File: config.mk
export PLATFORM = sky130hd
export DESIGN_NAME = txg_guard_top
export DESIGN_NICKNAME = d
export VERILOG_FILES = /design/src/rtl/txg_pkg.sv /design/src/rtl/txg_dom_timer.sv /design/src/rtl/txg_ot_latch.sv /design/src/rtl/txg_channel.sv /design/src/rtl/txg_guard_top.sv
export SDC_FILE = /design/constraint.sdc
export NUM_CORES = 1
export LEC_CHECK = 0
export ABC_AREA = 0
export CELL_PAD_IN_SITES_DETAIL_PLACEMENT = 1
export CELL_PAD_IN_SITES_GLOBAL_PLACEMENT = 2
export CORE_MARGIN = 2
export CORE_UTILIZATION = 32
export DETAILED_ROUTE_END_ITERATION = 7
export HOLD_SLACK_MARGIN = 0.15
export PLACE_DENSITY = 0.74
export RECOVER_POWER = 50
export REMOVE_ABC_BUFFERS = 1
export SYNTH_ARGS = -nofsm -noshare
export SYNTH_HDL_FRONTEND = slang
export SYNTH_SLANG_ARGS = --single-unit
File: constraint.sdc
create_clock -name clk -period 3.9 [get_ports clk]
set_input_delay 0.39 -clock clk [delete_from_list [all_inputs] [get_ports clk]]
set_output_delay 0.39 -clock clk [all_outputs]
set_load 0.005 [all_outputs]
File: src/rtl/txg_pkg.sv
package txg_pkg;

  // Per-channel input bundle routed from the top to each channel slice.
  typedef struct packed {
    logic tx_level;  // 1 = recessive
    logic tx_float;  // input reported undefined
    logic norm;      // channel in normal mode
  } txg_ch_in_t;

  // Counter width able to hold the value 'limit'.
  function automatic int cnt_width(input int limit);
    return (limit < 2) ? 1 : $clog2(limit + 1);
  endfunction

endpackage

File: src/rtl/txg_dom_timer.sv
module txg_dom_timer #(
  parameter int TIMEOUT_CYC = 500000
) (
  input  logic clk,
  input  logic rst,
  input  logic tx_high,
  output logic expired
);
  localparam int CW = txg_pkg::cnt_width(TIMEOUT_CYC);
  localparam logic [CW-1:0] LIMIT = CW'(TIMEOUT_CYC);

  logic [CW-1:0] cnt_q;

  // Counts consecutive dominant samples; holds at LIMIT, clears on recessive.
  always_ff @(posedge clk) begin
    if (rst) begin
      cnt_q <= '0;
    end else if (tx_high) begin
      cnt_q <= '0;
    end else if (cnt_q != LIMIT) begin
      cnt_q <= cnt_q + 1'b1;
    end
  end

  assign expired = (cnt_q == LIMIT);

  // a recessive sample empties the counter
  p_cnt_clear_r3: assert property (@(posedge clk) disable iff (rst)
    tx_high |=> (cnt_q == '0));

  // once expired, a continued dominant input keeps it expired (no wrap)
  p_no_wrap_r4: assert property (@(posedge clk) disable iff (rst)
    (expired && !tx_high) |=> expired);

endmodule

File: src/rtl/txg_ot_latch.sv
module txg_ot_latch (
  input  logic clk,
  input  logic rst,
  input  logic overtemp,
  input  logic tx_high,
  output logic hold
);
  logic lock_q;

  // Lock is set by the flag and released only by a recessive sample once the flag is gone.
  assign hold = overtemp | (lock_q & ~tx_high);

  always_ff @(posedge clk) begin
    if (rst) lock_q <= 1'b0;
    else     lock_q <= hold;
  end

  // without a recessive sample the lock survives the flag dropping
  p_lock_keep_r7: assert property (@(posedge clk) disable iff (rst)
    ($past(overtemp) && !overtemp && !tx_high) |-> hold);

endmodule

File: src/rtl/txg_channel.sv
module txg_channel
  import txg_pkg::*;
#(
  parameter int TIMEOUT_CYC = 500000
) (
  input  logic       clk,
  input  logic       rst,
  input  txg_ch_in_t ch_in,
  input  logic       overtemp,
  output logic       drv_en
);
  logic tx_eff;
  logic expired;
  logic hold;
  logic drv_en_q;

  assign tx_eff = ch_in.tx_level | ch_in.tx_float;

  txg_dom_timer #(.TIMEOUT_CYC(TIMEOUT_CYC)) i_timer (
    .clk     (clk),
    .rst     (rst),
    .tx_high (tx_eff),
    .expired (expired)
  );

  txg_ot_latch i_ot (
    .clk      (clk),
    .rst      (rst),
    .overtemp (overtemp),
    .tx_high  (tx_eff),
    .hold     (hold)
  );

  always_ff @(posedge clk) begin
    if (rst) drv_en_q <= 1'b0;
    else     drv_en_q <= ch_in.norm & ~hold & ~(expired & ~tx_eff);
  end

  assign drv_en = drv_en_q;

  // a dominant sample past the limit removes the enable
  p_timeout_off_r2: assert property (@(posedge clk) disable iff (rst)
    (expired && !tx_eff) |=> !drv_en_q);

  // recessive input in normal mode without overtemperature enables
  p_recover_r3: assert property (@(posedge clk) disable iff (rst)
    (tx_eff && ch_in.norm && !overtemp) |=> drv_en_q);

  // standby keeps the driver off
  p_standby_off_r5: assert property (@(posedge clk) disable iff (rst)
    !ch_in.norm |=> !drv_en_q);

  // a held lock with dominant input keeps the driver off
  p_wait_high_r7: assert property (@(posedge clk) disable iff (rst)
    (hold && !tx_eff) |=> !drv_en_q);

  // floating input counts as recessive
  p_float_high_r8: assert property (@(posedge clk) disable iff (rst)
    (ch_in.tx_float && ch_in.norm && !overtemp) |=> drv_en_q);

endmodule

File: src/rtl/txg_guard_top.sv
module txg_guard_top
  import txg_pkg::*;
#(
  parameter int NUM_CH      = 2,
  parameter int TIMEOUT_CYC = 500000
) (
  input  logic              clk,
  input  logic              rst,
  input  logic [NUM_CH-1:0] tx_level,
  input  logic [NUM_CH-1:0] tx_float,
  input  logic [NUM_CH-1:0] norm_mode,
  input  logic              overtemp,
  output logic [NUM_CH-1:0] drv_en
);

  for (genvar g = 0; g < NUM_CH; g++) begin : g_ch
    txg_ch_in_t ch_in;
    assign ch_in.tx_level = tx_level[g];
    assign ch_in.tx_float = tx_float[g];
    assign ch_in.norm     = norm_mode[g];

    txg_channel #(.TIMEOUT_CYC(TIMEOUT_CYC)) i_chan (
      .clk      (clk),
      .rst      (rst),
      .ch_in    (ch_in),
      .overtemp (overtemp),
      .drv_en   (drv_en[g])
    );
  end

  // overtemperature disables every channel
  p_ot_all_off_r6: assert property (@(posedge clk) disable iff (rst)
    overtemp |=> (drv_en == '0));

  // the first cycle after reset shows all drivers off
  p_reset_off_r1: assert property (@(posedge clk)
    rst |=> (drv_en == '0));

endmodule

==> summary.md <==
| Metric | Value |
|---|---|
| YS warnings | `0` |
| First-pass GRT wire length | `7520 um` |
| R2r startpoint | `g_ch[0].i_chan.i_timer.cnt_q[2]$_SDFFE_PP0P_` |
| IO buf count | `10` |
| H-Tree Depth | `2` |
| GR Util All Layers | `0.130` |
| Clock-pin transition on the worst setup and hold timing paths | `0.08 ns` |
| Final Skew | `0.00602 ns` |
| Die Ht | `83.0 um` |
| DRT Pass-1 Iters | `4` |
| Fraction of layout instances using a drive strength above 1 | `0.0415` |
| Antenna violations before repair | `0` |
| # rows | `28` |
| Clock net sink count | `42` |
| Synth unique cells | `40` |
| Vias in the first global route | `1603` |
| Final Cycle Share | `0.541` |
| Critical path class | `primary input to flop` |
| Starting Density | `0.333` |
| Critical-path maximum fanout | `19` |
| Total wire length | `4260 um` |
| Die footprint | `a little under 7000 um2` |
| CTS root buf | `clkbuf_8` |
| Synthesized flop and latch total | `42` |
| Clk_lat worst skew | `0.29 ns` |
| Data required, critical path | `a little over 4 ns` |
| Setup crit start kind | `primary input` |
| Setup TNS | `0 ns` |
| Bufs and invs on worst path | `1` |
| Hold buffers post-CTS | `0` |
| Post-synthesis sequential area ratio | `0.421` |
| CP delay by family, top | `simple AND/OR/NAND/NOR gates` |
| CTS Buf Count | `5` |
| Crit end category | `flop` |
| Maximum capacitance violations | `0` |
| Iteration-0 DRC Markers | `53` |
| Area post-placement | `2140 um2` |
| Setup crit start | `rst` |
| Outcome | `finished clean` |
| Worst slew margin | `0.522` |
| Vias per cell | `between 5 and 6` |
| Post-CTS setup buffer count | `0` |
| Maximum vdd drop | `roughly 0.00014 V` |
| Buffer depth of the longest clock path | `2` |
| Hold_ws | `0.480 ns` |
| Final nets | `253` |
| Minimum clock period | `about 2.1 ns` |
| Post-CTS Resized | `0` |
| Mean area per synthesized cell | `8.61 um2` |
| I/O pins | `11` |
| Core Region | `around 6000 um2` |
| Fmax | `0.474 GHz` |
| Wire per inst | `13.5 um` |
| Area added between synthesis and finish | `12.7%` |
| TritonCTS clock tree | `yes` |
| Cells after Synth | `232` |
| R2R setup slack | `between 2 and 2.5 ns` |
| RSZ-0062 raised after global routing | `no` |
| Synthesized cell area | `approximately 2000 um2` |
| Crit-path cells | `dlygate4sd3_1 > or3_1 > or4b_1 > o21ai_1` |
| Total grt overflow | `0` |
| Final instance area | `about 2300 um2` |
| ANT nets after route | `0` |
| Gp weighted congestion | `about 0.68` |
| Via count | `1629` |
| Util after Layout | `0.376` |
| DP HPWL | `~3100 um` |
| Antenna Diode Count | `0` |
| Setup Viol. Count Final | `0` |
| Final Hold Vio Count | `0` |
| Critical path's largest stage delay | `~0.67 ns` |
| Maximum number of pins on one net before global-route repair | `21` |
| Layout filler cell count | `around 710` |
| Post-route DRC | `0` |
| Critical Path AT | `2.34 ns` |
| Leakage | `0.721 nW` |
| Min-delay worst type | `flop to flop` |
| Slowest stage cell on the critical path | `or3_1` |
| Worst Tran Pin Value | `0.717 ns` |
| Hold Startpoint | `g_ch[1].i_chan.i_timer.cnt_q[18]$_SDFFE_PP0P_` |
| Die W | `83.0 um` |
| P per Cell Area | `351 nW/um2` |
| Slew Viols, Final | `0` |
where the power goes:
| group | internal [mW] | switching [mW] |
|---|---|---|
| Combinational | 0.0115 | 0.0123 |
| Clock | 0.179 | 0.153 |
| Sequential | 0.432 | 0.00216 |
| Total | 0.622 | 0.168 |
through the flow:
step	setup slack, ns	std cells	power (mW)
after floorplan	2.27	223	0.453
after global placement	1.56	308	0.469
after detailed placement	1.55	308	0.469
after CTS	1.87	316	0.804
after global routing	1.67	316	0.820
final	1.79	316	0.790
worst reg2reg max path, cell delays in order, from the launching register on:
cell and delay [ns]:
dfxtp_1 0.44, and4_1 0.43, nand3_4 0.17, or4_1 0.52
a21oi_1 0.16
state kept, by name, summed over array words and instances, names as in the netlist:
signal and cells:
g_ch.i_chan.drv_en 2, g_ch.i_chan.i_ot.lock_q 2, g_ch.i_chan.i_timer.cnt_q 38
cell families after synthesis:
| kind of cell | count (synthesis) | share of synthesized area |
|---|---|---|
| adders and majority gates | 4 | 0.0251 |
| xor gates and xnor gates | 21 | 0.0921 |
| buffers and inverters | 16 | 0.0382 |
| AOI/OAI and AO/OA | 37 | 0.104 |
| muxes | 1 | 0.00564 |
| and+or+nand+nor | 111 | 0.314 |
| DFF | 42 | 0.421 |
cells in the mapped netlist:
| cell | number | area share |
|---|---|---|
| or4b_1 | 2 | 0.010 |
| and2_1 | 4 | 0.013 |
| ha_1 | 4 | 0.025 |
| nor4_1 | 1 | 0.0031 |
| clkbuf_1 | 4 | 0.0075 |
| and4b_1 | 1 | 0.0050 |
| nand2b_1 | 2 | 0.0063 |
| or3_1 | 9 | 0.028 |
| a31o_1 | 1 | 0.0044 |
| buf_1 | 1 | 0.0019 |
| nand3b_1 | 1 | 0.0038 |
| dfxtp_1 | 42 | 0.42 |
| or4_1 | 3 | 0.011 |
| nand3_4 | 1 | 0.0088 |
| buf_4 | 2 | 0.0075 |
| buf_2 | 1 | 0.0025 |
| o211ai_1 | 1 | 0.0038 |
| buf_6 | 1 | 0.0056 |
| mux2_1 | 1 | 0.0056 |
| o31ai_1 | 2 | 0.0075 |
| a21oi_1 | 20 | 0.050 |
| nor4b_1 | 2 | 0.0088 |
| nor4bb_1 | 1 | 0.0050 |
| and3_1 | 4 | 0.013 |
| nor2b_1 | 1 | 0.0031 |
| xnor2_1 | 2 | 0.0088 |
| and4_1 | 8 | 0.035 |
| a211o_1 | 1 | 0.0044 |
| nor2_1 | 29 | 0.055 |
| o311a_1 | 1 | 0.0050 |
| o21bai_1 | 1 | 0.0038 |
| nor4_2 | 1 | 0.0063 |
| nand2_1 | 15 | 0.028 |
| nand4_1 | 10 | 0.031 |
| nand3_1 | 12 | 0.030 |
| xor2_1 | 19 | 0.083 |
| o21ai_0 | 8 | 0.020 |
| o21ai_1 | 2 | 0.0050 |
| inv_1 | 7 | 0.013 |
| nor3_1 | 4 | 0.010 |
layout make-up:
type / count / area (um2) / area share
tap: 75 / 93.8 / 0.0417
sequential: 42 / 841 / 0.374
inverter: 7 / 26.3 / 0.0117
timing repair buffer: 10 / 100 / 0.0445
clock buffer: 8 / 110 / 0.0489
multi-input combinational: 174 / 1080 / 0.480
layer usage:
metal | share of wire | vias up | track usage | wire length, um
met5 | 0 | - | 0 | 0
li1 | - | 836 | - | -
met4 | 0.011 | 0 | 0.0402 | 45
met2 | 0.45 | 18 | 0.204 | 1910
met1 | 0.52 | 770 | 0.181 | 2200
met3 | 0.025 | 5 | 0.0258 | 108
final timing paths:
check | end | cells after the start
worst max register to register | g_ch[0].i_chan.i_timer.cnt_q[18]$_SDFFE_PP0P_ | 4
worst min-delay path | g_ch[1].i_chan.i_timer.cnt_q[18]$_SDFFE_PP0P_ | 2
worst min register to register | g_ch[1].i_chan.i_timer.cnt_q[18]$_SDFFE_PP0P_ | 2
worst max-delay path | g_ch[1].i_chan.i_timer.cnt_q[18]$_SDFFE_PP0P_ | 4
cell usage in the layout, fill, tap and decap left out, types with 3 or more instances in the layout:
| cell type | instances |
|---|---|
| dlygate4sd3_1 | 5 |
| and4_1 | 8 |
| and3_1 | 4 |
| and2_1 | 4 |
| ha_1 | 4 |
| a21oi_1 | 20 |
| clkdlybuf4s50_1 | 5 |
| inv_1 | 7 |
| o21ai_0 | 8 |
| dfxtp_1 | 42 |
| nand4_1 | 10 |
| xor2_1 | 19 |
| clkbuf_8 | 8 |
| or4_1 | 3 |
| or3_1 | 9 |
| nand2_1 | 15 |
| nand3_1 | 12 |
| nor2_1 | 29 |
| nor3_1 | 4 |
(Power assumes the default switching activity.)
